$ cat src/rtl/pms_pkg.sv
package pms_pkg;
  typedef enum logic [1:0] {
    PM_ACTIVE = 2'd0,
    PM_SLEEP  = 2'd1,
    PM_SHIP   = 2'd2,
    PM_WAKE   = 2'd3
  } pm_state_e;

  localparam logic [7:0] CMD_MASK = 8'h3B;
  localparam logic [7:0] GO_CODE  = 8'hA9;
endpackage

$ cat src/rtl/pms_cmd.sv
module pms_cmd #(
  parameter int ADDR_W    = 7,
  parameter int MODE_ADDR = 1,
  parameter int CTRL_ADDR = 0
) (
  input  logic              clk,
  input  logic              rst_n,
  input  logic              wr,
  input  logic [ADDR_W-1:0] addr,
  input  logic [7:0]        wdata,
  output logic [7:0]        mode_q,
  output logic [7:0]        fire_q
);
  import pms_pkg::*;

  localparam logic [ADDR_W-1:0] MODE_A = ADDR_W'(MODE_ADDR);
  localparam logic [ADDR_W-1:0] CTRL_A = ADDR_W'(CTRL_ADDR);

  logic       mode_wr, go_wr;
  logic [7:0] pick;
  logic [7:0] mode_n, fire_n;

  assign mode_wr = wr && (addr == MODE_A);
  assign go_wr   = wr && (addr == CTRL_A) && (wdata == GO_CODE);

  always_comb begin
    pick = '0;
    for (int b = 7; b >= 0; b--) begin
      if (mode_q[b] && (pick == '0)) pick[b] = 1'b1;
    end
  end

  always_comb begin
    mode_n = mode_q;
    fire_n = '0;
    if (mode_wr) begin
      mode_n = wdata & CMD_MASK;
    end else if (go_wr) begin
      mode_n = '0;
      fire_n = pick;
    end
  end

  always_ff @(posedge clk or negedge rst_n) begin
    if (!rst_n) begin
      mode_q <= '0;
      fire_q <= '0;
    end else begin
      mode_q <= mode_n;
      fire_q <= fire_n;
    end
  end


  fire_onehot_chk: assert property (@(posedge clk) disable iff (!rst_n)
    $onehot0(fire_q));


  bad_ctrl_chk: assert property (@(posedge clk) disable iff (!rst_n)
    (wr && addr == CTRL_A && wdata != GO_CODE) |=> (fire_q == '0 && mode_q == $past(mode_q)));


  go_clears_chk: assert property (@(posedge clk) disable iff (!rst_n)
    go_wr |=> (mode_q == '0));
endmodule

$ cat src/rtl/pms_act.sv
module pms_act (
  input  logic clk,
  input  logic rst_n,
  input  logic clr,
  input  logic conv_pulse,
  input  logic filt_zero,
  input  logic above_thr,
  output logic quiet
);
  logic [1:0] cnt_q;
  logic [1:0] cnt_n;
  logic       cnt_en;

  assign cnt_en = clr || (conv_pulse && cnt_q != 2'd2);

  always_comb begin
    if (clr) cnt_n = 2'd0;
    else     cnt_n = cnt_q + 2'd1;
  end

  always_ff @(posedge clk or negedge rst_n) begin
    if (!rst_n)      cnt_q <= 2'd0;
    else if (cnt_en) cnt_q <= cnt_n;
  end

  assign quiet = filt_zero ? (cnt_q < 2'd2) : !above_thr;


  cnt_sat_chk: assert property (@(posedge clk) disable iff (!rst_n)
    cnt_q <= 2'd2);
endmodule

$ cat src/rtl/pms_fsm.sv
module pms_fsm #(
  parameter int LOW_S   = 16,
  parameter int WAKE_S  = 14400,
  parameter int CHECK_S = 900,
  parameter int WCNT_W  = 8
) (
  input  logic              clk,
  input  logic              rst_n,
  input  logic              tick,
  input  logic              line_hi,
  input  logic              quiet,
  input  logic              arm,
  output pms_pkg::pm_state_e st_q,
  output logic              armed_q,
  output logic              wpulse_q,
  output logic [WCNT_W-1:0] wcnt_q
);
  import pms_pkg::*;

  localparam int SEC_MAX = (WAKE_S > CHECK_S) ? WAKE_S : CHECK_S;
  localparam int SEC_W   = $clog2(SEC_MAX + 1);
  localparam int QUAL_W  = $clog2(LOW_S + 1);
  localparam logic [SEC_W-1:0]  WAKE_LAST  = SEC_W'(WAKE_S - 1);
  localparam logic [SEC_W-1:0]  CHECK_LAST = SEC_W'(CHECK_S - 1);
  localparam logic [QUAL_W-1:0] QUAL_FULL  = QUAL_W'(LOW_S);

  pm_state_e         st_n;
  logic [SEC_W-1:0]  sec_q, sec_n;
  logic [QUAL_W-1:0] qual_q, qual_n;
  logic [1:0]        phase_q, phase_n;
  logic              chk_q, chk_n;
  logic              armed_n, wpulse_n;
  logic [WCNT_W-1:0] wcnt_n;
  logic              qual_tick;

  assign qual_tick = tick && (qual_q != QUAL_FULL);

  always_comb begin
    st_n     = st_q;
    sec_n    = sec_q;
    qual_n   = qual_q;
    phase_n  = phase_q;
    chk_n    = chk_q;
    armed_n  = armed_q;
    wcnt_n   = wcnt_q;
    wpulse_n = 1'b0;
    unique case (st_q)
      PM_ACTIVE: begin
        if (armed_q) begin
          if (qual_tick) qual_n = qual_q + 1'b1;
          if (qual_q == QUAL_FULL) begin
            st_n    = PM_SHIP;
            armed_n = 1'b0;
            qual_n  = '0;
          end
        end else begin
          if (line_hi)        qual_n = '0;
          else if (qual_tick) qual_n = qual_q + 1'b1;
          if (!line_hi && qual_q == QUAL_FULL && quiet) begin
            st_n    = PM_SLEEP;
            sec_n   = '0;
            phase_n = 2'd0;
            wcnt_n  = '0;
            qual_n  = '0;
          end
        end
      end
      PM_SLEEP: begin
        if (line_hi) begin
          st_n   = PM_ACTIVE;
          qual_n = '0;
        end else if (tick) begin
          if (sec_q == WAKE_LAST) begin
            st_n     = PM_WAKE;
            sec_n    = '0;
            qual_n   = '0;
            chk_n    = (phase_q == 2'd0);
            phase_n  = (phase_q == 2'd2) ? 2'd0 : phase_q + 2'd1;
            wcnt_n   = wcnt_q + 1'b1;
            wpulse_n = 1'b1;
          end else begin
            sec_n = sec_q + 1'b1;
          end
        end
      end
      PM_WAKE: begin
        if (line_hi) begin
          st_n   = PM_ACTIVE;
          qual_n = '0;
        end else if (chk_q) begin
          if (tick) begin
            if (sec_q == CHECK_LAST) begin
              st_n   = quiet ? PM_SLEEP : PM_ACTIVE;
              sec_n  = '0;
              qual_n = '0;
            end else begin
              sec_n = sec_q + 1'b1;
            end
          end
        end else begin
          if (qual_tick) qual_n = qual_q + 1'b1;
          if (qual_q == QUAL_FULL) begin
            st_n   = PM_SLEEP;
            sec_n  = '0;
            qual_n = '0;
          end
        end
      end
      PM_SHIP: begin
        if (line_hi) begin
          st_n   = PM_ACTIVE;
          qual_n = '0;
        end
      end
      default: st_n = PM_ACTIVE;
    endcase
    if (arm) begin
      armed_n = 1'b1;
      qual_n  = '0;
    end
  end

  always_ff @(posedge clk or negedge rst_n) begin
    if (!rst_n) begin
      st_q     <= PM_ACTIVE;
      sec_q    <= '0;
      qual_q   <= '0;
      phase_q  <= 2'd0;
      chk_q    <= 1'b0;
      armed_q  <= 1'b0;
      wcnt_q   <= '0;
      wpulse_q <= 1'b0;
    end else begin
      st_q     <= st_n;
      sec_q    <= sec_n;
      qual_q   <= qual_n;
      phase_q  <= phase_n;
      chk_q    <= chk_n;
      armed_q  <= armed_n;
      wcnt_q   <= wcnt_n;
      wpulse_q <= wpulse_n;
    end
  end


  line_wake_chk: assert property (@(posedge clk) disable iff (!rst_n)
    (st_q != PM_ACTIVE && line_hi) |=> (st_q == PM_ACTIVE));


  sleep_qual_chk: assert property (@(posedge clk) disable iff (!rst_n)
    (st_q == PM_SLEEP && $past(st_q) == PM_ACTIVE) |-> ($past(qual_q) == QUAL_FULL && !$past(line_hi)));


  wake_pulse_chk: assert property (@(posedge clk) disable iff (!rst_n)
    wpulse_q |-> (st_q == PM_WAKE && $past(st_q) == PM_SLEEP));


  ship_entry_chk: assert property (@(posedge clk) disable iff (!rst_n)
    (st_q == PM_SHIP && $past(st_q) != PM_SHIP) |-> $past(armed_q));


  no_rearm_chk: assert property (@(posedge clk) disable iff (!rst_n)
    (st_q == PM_ACTIVE && $past(st_q) == PM_SHIP && !$past(arm)) |-> !armed_q);


  phase_range_chk: assert property (@(posedge clk) disable iff (!rst_n)
    phase_q != 2'd3);
endmodule

$ cat src/rtl/pwr_mode_seq.sv
module pwr_mode_seq #(
  parameter int LOW_S   = 16,
  parameter int WAKE_S  = 14400,
  parameter int CHECK_S = 900,
  parameter int WCNT_W  = 8,
  parameter int ADDR_W  = 7
) (
  input  logic              clk,
  input  logic              rst_n,
  input  logic              tick_1hz,
  input  logic              line_hi,
  input  logic              above_thr,
  input  logic              filt_zero,
  input  logic              conv_pulse,
  input  logic              reg_wr,
  input  logic [ADDR_W-1:0] reg_addr,
  input  logic [7:0]        reg_wdata,
  output logic [7:0]        mode_cmd_o,
  output logic [7:0]        cmd_fire_o,
  output logic [1:0]        pwr_state_o,
  output logic              ship_armed_o,
  output logic              wake_pulse_o,
  output logic [WCNT_W-1:0] wake_cnt_o
);
  import pms_pkg::*;

  logic      rst_s1, rst_i;
  logic      quiet, arm, act_clr;
  pm_state_e st;

  always_ff @(posedge clk or negedge rst_n) begin
    if (!rst_n) begin
      rst_s1 <= 1'b0;
      rst_i  <= 1'b0;
    end else begin
      rst_s1 <= 1'b1;
      rst_i  <= rst_s1;
    end
  end

  pms_cmd #(.ADDR_W(ADDR_W), .MODE_ADDR(1), .CTRL_ADDR(0)) u_cmd (
    .clk(clk), .rst_n(rst_i), .wr(reg_wr), .addr(reg_addr), .wdata(reg_wdata),
    .mode_q(mode_cmd_o), .fire_q(cmd_fire_o)
  );

  assign arm     = cmd_fire_o[0];
  assign act_clr = line_hi || wake_pulse_o;

  pms_act u_act (
    .clk(clk), .rst_n(rst_i), .clr(act_clr), .conv_pulse(conv_pulse),
    .filt_zero(filt_zero), .above_thr(above_thr), .quiet(quiet)
  );

  pms_fsm #(.LOW_S(LOW_S), .WAKE_S(WAKE_S), .CHECK_S(CHECK_S), .WCNT_W(WCNT_W)) u_fsm (
    .clk(clk), .rst_n(rst_i), .tick(tick_1hz), .line_hi(line_hi), .quiet(quiet),
    .arm(arm), .st_q(st), .armed_q(ship_armed_o), .wpulse_q(wake_pulse_o),
    .wcnt_q(wake_cnt_o)
  );

  assign pwr_state_o = st;
endmodule

$ cat config.mk
export PLATFORM = sky130hd
export DESIGN_NAME = pwr_mode_seq
export DESIGN_NICKNAME = d
export VERILOG_FILES = /design/src/rtl/pms_pkg.sv /design/src/rtl/pms_cmd.sv /design/src/rtl/pms_act.sv /design/src/rtl/pms_fsm.sv /design/src/rtl/pwr_mode_seq.sv
export SDC_FILE = /design/constraint.sdc
export NUM_CORES = 1
export LEC_CHECK = 0
export ABC_AREA = 1
export BUFFER_PORTS_ARGS = -buffer_cell sky130_fd_sc_hd__buf_2
export CELL_PAD_IN_SITES_DETAIL_PLACEMENT = 1
export CELL_PAD_IN_SITES_GLOBAL_PLACEMENT = 1
export CORE_MARGIN = 1
export CORE_UTILIZATION = 37
export DETAILED_ROUTE_END_ITERATION = 7
export GPL_TIMING_DRIVEN = 0
export PLACE_DENSITY_LB_ADDON = 0.1
export SYNTH_ARGS = -nofsm -noshare
export SYNTH_HDL_FRONTEND = slang
export SYNTH_SLANG_ARGS = --single-unit
$ cat constraint.sdc
create_clock -name clk -period 1.35 [get_ports clk]
set_input_delay 0.135 -clock clk [delete_from_list [all_inputs] [get_ports clk]]
set_output_delay 0.135 -clock clk [all_outputs]
set_load 0.05 [all_outputs]
==> results_tabular.tex <==
\begin{tabular}{lr}
\hline
Metric & Value \\
\hline
\multicolumn{2}{l}{\textbf{Clocking}} \\
\quad Clock-pin slew on the worst setup and hold paths & 0.10 ns \\
\quad Total clock sinks & 48 \\
\quad Root buffer cell & clkbuf\_8 \\
\quad H-tree depth & 2 \\
\quad Clock insertion delay at the later pin of the skew report & 0.31 ns \\
\quad CTS tree & done \\
\quad Clock tree buffer depth & 2 \\
\quad Cts bufs inserted & 5 \\
\multicolumn{2}{l}{\textbf{Die}} \\
\quad Die footprint & 8711 um\^{}2 \\
\quad Chip Height & 93.34 um \\
\quad Die X & 93.34 um \\
\quad Number of rows created at floorplan & 32 \\
\quad Core area & 7888 um\^{}2 \\
\quad Io pins & 51 \\
\quad Starting Density & 0.3913 \\
\multicolumn{2}{l}{\textbf{Status}} \\
\quad Result of the run & finished, violations left \\
\quad Violated checks & setup timing \\
\multicolumn{2}{l}{\textbf{Timing}} \\
\quad Period Utilization, post-route & 1.409 \\
\quad Slew at the pin closest to its max-slew limit & 0.6072 ns \\
\quad Max-Slew Margin vs Limit & 0.5952 \\
\quad Final critical delay including setup and external delays & 1.902 ns \\
\quad Final setup violation count & 34 \\
\quad Count of pins over their slew limit & 0 \\
\quad Setup repair after global routing missed its margin & yes \\
\quad Worst setup skew after layout & 0.01117 ns \\
\quad Fin worst setup slack & -0.5517 ns \\
\quad Maximum operating frequency & 0.5258 GHz \\
\quad Final number of hold-violating endpoints & 0 \\
\multicolumn{2}{l}{\textbf{Placement}} \\
\quad Weighted congestion reported at the end of routability-driven placement & 0.8570 \\
\quad Pre-CTS setup slack & -0.6249 ns \\
\quad HPWL after DPL & 6462 um \\
\quad Port-buffer cells & 44 \\
\multicolumn{2}{l}{\textbf{Routing}} \\
\quad Count of unresolved DRC violations after routing & 0 \\
\quad TritonRoute pass-1 iters & 4 \\
\quad Via Count & 3,297 \\
\quad Number of violations reported at the end of detailed-routing iteration 0 & 132 \\
\quad Number of antenna-violating nets in the routed design & 0 \\
\quad Sum of routed wire length over all layers & 10,540 um \\
\quad Post-detailed-route wirelength per cell & 16.86 um \\
\quad Average vias per placed instance & 5.275 \\
\multicolumn{2}{l}{\textbf{Critical path}} \\
\quad Data arrival time of the critical path & 2.15 ns \\
\quad Cell with the biggest individual delay on the critical path & dfrtp\_1 \\
\quad Critical Path Max Stage Delay & 0.45 ns \\
\quad Cell repeated most along the worst path & nand2\_1 \\
\quad Critical setup path kind & flip-flop to flip-flop \\
\quad Nature of the critical path startpoint & flip-flop \\
\quad Buffer and inverter count on the worst path & 1 \\
\quad Kind of cell adding the most delay to the critical path & simple AND/OR/NAND/NOR gates \\
\quad Critical path capture point type & flip-flop \\
\quad Required time at the worst-slack endpoint & 1.60 ns \\
\quad Cell-by-cell listing of the critical path & nand2\_1 > nor2\_4 > nand2\_1 > nor2\_2 > inv\_1 > nor2\_1 > nand3\_2 > a21oi\_1 \\
\quad Crit-path max FO & 4 \\
\multicolumn{2}{l}{\textbf{Power}} \\
\quad P\_int & 4441 uW \\
\quad Pwr/cell area & 1947 nW/um\^{}2 \\
\quad Leakage component of the power & 0.002090 uW \\
\quad Largest voltage drop on the vdd net & 0.7376 mV \\
\quad Portion of total power attributed to the clock network & 0.129 \\
\quad Switching Share & 0.4936 \\
\quad Switching component of the power & 4328 uW \\
\quad Part of the total power dissipated in combinational logic & 0.639 \\
\quad Seq pwr share & 0.232 \\
\multicolumn{2}{l}{\textbf{Synthesis}} \\
\quad Cell type with the largest total area after synthesis & dfrtp\_1 \\
\quad Synthesized cell area & 3087 um\^{}2 \\
\quad Count of mapped cells out of synthesis & 425 \\
\quad Seq cells post-synth & 48 \\
\quad Number of warnings reported in the yosys synthesis log & 0 \\
\quad Cell types occupying the most area after synthesis & dfrtp\_1 (39\%), nand2\_1 (13\%), nand3\_1 (7.8\%), inv\_1 (6.3\%), nor2\_1 (4.7\%) \\
\quad Fraction of the yosys area taken by sequential cells & 0.3891 \\
\quad Average footprint of a synthesized cell & 7.263 um\^{}2 \\
\quad Fraction of synthesized cell area taken by the top area cell type & 0.3891 \\
\quad Post-synth cell types & 40 \\
\multicolumn{2}{l}{\textbf{Finish}} \\
\quad Flip-flop and latch area & 1221 um\^{}2 \\
\quad Final core occ & 0.5711 \\
\quad Antenna diode instance count & 0 \\
\quad Most common cell after layout, fill and taps aside & nand2\_1 \\
\quad Multi-input logic area & 2068 um\^{}2 \\
\quad Filler Cell Count & 962 \\
\quad Share of cells above drive strength 1 & 0.4665 \\
\quad P\&R area growth vs syn & 45.93\% \\
\quad Net total in the final layout & 550 \\
\quad Most frequent cells in the layout & nand2\_1 (75), buf\_2 (44), inv\_1 (42) \\
\multicolumn{2}{l}{\textbf{GRT}} \\
\quad GR Util All Layers & 0.2420 \\
\quad Vias in the first global route & 3,476 \\
\quad Largest net degree at the start of global routing & 47 \\
\quad GR Overflow Total & 0 \\
\quad Antenna violations before repair & 0 \\
\quad First-pass GRT wire length & 16,580 um \\
\multicolumn{2}{l}{\textbf{Run}} \\
\quad MaxCap Viol Count & 0 \\
\multicolumn{2}{l}{\textbf{Min path}} \\
\quad Class of the tightest hold or removal check & input port to flip-flop \\
\hline
\end{tabular}
[path summary, 6_finish.rpt]
kind | startpoint | endpoint | slack, ns | cells after the start
max | u_fsm.sec_q[4]$_DFFE_PN0P_ | u_fsm.sec_q[9]$_DFFE_PN0P_ | -0.55 | 8
min | reg_wdata[4] | u_cmd.mode_q[4]$_DFFE_PN0P_ | 0.09 | 3
max reg2reg | u_fsm.sec_q[4]$_DFFE_PN0P_ | u_fsm.sec_q[9]$_DFFE_PN0P_ | -0.55 | 8
min reg2reg | rst_i$_DFF_PN0_ | u_cmd.fire_q[1]$_DFF_PN0_ | 0.35 | 0
max in group asynchronous | rst_i$_DFF_PN0_ | u_fsm.st_q[1]$_DFFE_PN0P_ | 0.54 | 0
min in group asynchronous | rst_n | rst_i$_DFF_PN0_ | 0.13 | 2
[timing repair]
| action | CTS | global route |
|---|---|---|
| pin swaps | 36 | 25 |
| gates resized for setup | 90 | 66 |
| endpoints found under the setup margin | 34 | 39 |
| endpoints found under the hold margin | 2 | 0 |
| buffers inserted | 31 | 10 |
| gates cloned | 3 | 0 |
| hold buffers | 1 | 0 |
[synth_stat cells]
library cell  count
nand3_1          48
and2_1            1
nand4_2           2
buf_6             1
o21ai_1           9
nand3b_1          1
ha_1              5
nand3_2           1
nor3_4            1
a21oi_1          10
xor2_1            7
nor3_2            1
a211oi_1          1
o211ai_1          2
nand2_1         104
a21oi_2           2
or2_2             6
clkinv_2          1
buf_2             3
dfrtp_1          48
nor2_4            1
nand2_4           1
nor3_1           12
nand4_1          10
nand3_4           1
nor2_1           39
o22ai_1           5
inv_1            52
o21ai_0          19
inv_2             3
clkinv_4          1
buf_1             1
o22ai_2           1
buf_12            1
nor4_1            4
conb_1            2
o21ai_2           5
nor2_2            4
buf_4             8
clkbuf_1          1
[state kept, by name, indices dropped and copies added (netlist names)]
name	cells
rst_i	1
rst_s1	1
u_act.cnt_q	2
u_cmd.fire_q	5
u_cmd.mode_q	5
u_fsm.armed_q	1
u_fsm.chk_q	1
u_fsm.phase_q	2
u_fsm.qual_q	5
u_fsm.sec_q	14
u_fsm.st_q	2
u_fsm.wcnt_q	8
u_fsm.wpulse_q	1
[worst reg2reg max path, delay by kind of cell, from the launching register on]
family | cells | cell delay [ns]
flops | 1 | 0.45
buf+inv | 1 | 0.09
simple gates | 6 | 1.14
compound gates | 1 | 0.15
[cell families after synthesis]
family / count (synthesis) / share of synthesized area
AND/OR/NAND/NOR: 237 / 0.3571
adder cells (fa/ha/maj): 5 / 0.02027
buffers and inverters: 72 / 0.1082
other: 2 / 0.002433
XOR/XNOR: 7 / 0.01986
AO/OA/AOI/OAI: 54 / 0.1030
flip-flops: 48 / 0.3891
[stage by stage]
step / power (uW) / TNS (ns) / area [um^2] / hold WS (ns) / cells
2_1_floorplan: 4761 / -5.801 / 3194 / -0.1606 / 430
3_3_place_gp: 5588 / -14.80 / 3542 / -0.08014 / 576
3_5_place_dp: 5686 / -16.29 / 3542 / -0.07622 / 576
4_1_cts: 8231 / -10.71 / 4248 / 0.08547 / 618
5_1_grt: 9328 / -14.19 / 4504 / 0.09733 / 625
6_report: 8768 / -11.19 / 4504 / 0.08716 / 625
[power groups by stage]
| stage | Clock [uW] | Combinational [uW] | Sequential, uW |
|---|---|---|---|
| after global placement | 0 | 3550 | 2030 |
| after global routing | 1200 | 6050 | 2080 |
| after floorplan | 0 | 2490 | 2270 |
| after CTS | 1140 | 5070 | 2020 |
| after detailed placement | 0 | 3640 | 2040 |
| final | 1130 | 5600 | 2030 |
[area by class of cell]
class | count | share of cell area
Tap cell | 102 | 0.02833
Multi-Input combinational cell | 310 | 0.4592
Buffer | 15 | 0.02944
Timing Repair Buffer | 84 | 0.1294
Clock buffer | 6 | 0.01833
Timing Repair inverter | 1 | 0.002500
Sequential cell | 48 | 0.2711
Inverter | 57 | 0.05306
Clock inverter | 2 | 0.008611
[routing by layer]
metal	global-route usage	share of wire
met5	0	0
met1	0.2950	0.42
met3	0.03252	0.030
met4	0.07949	0.017
met2	0.4375	0.53
No activity file was read; power rests on OpenSTA's default activity.
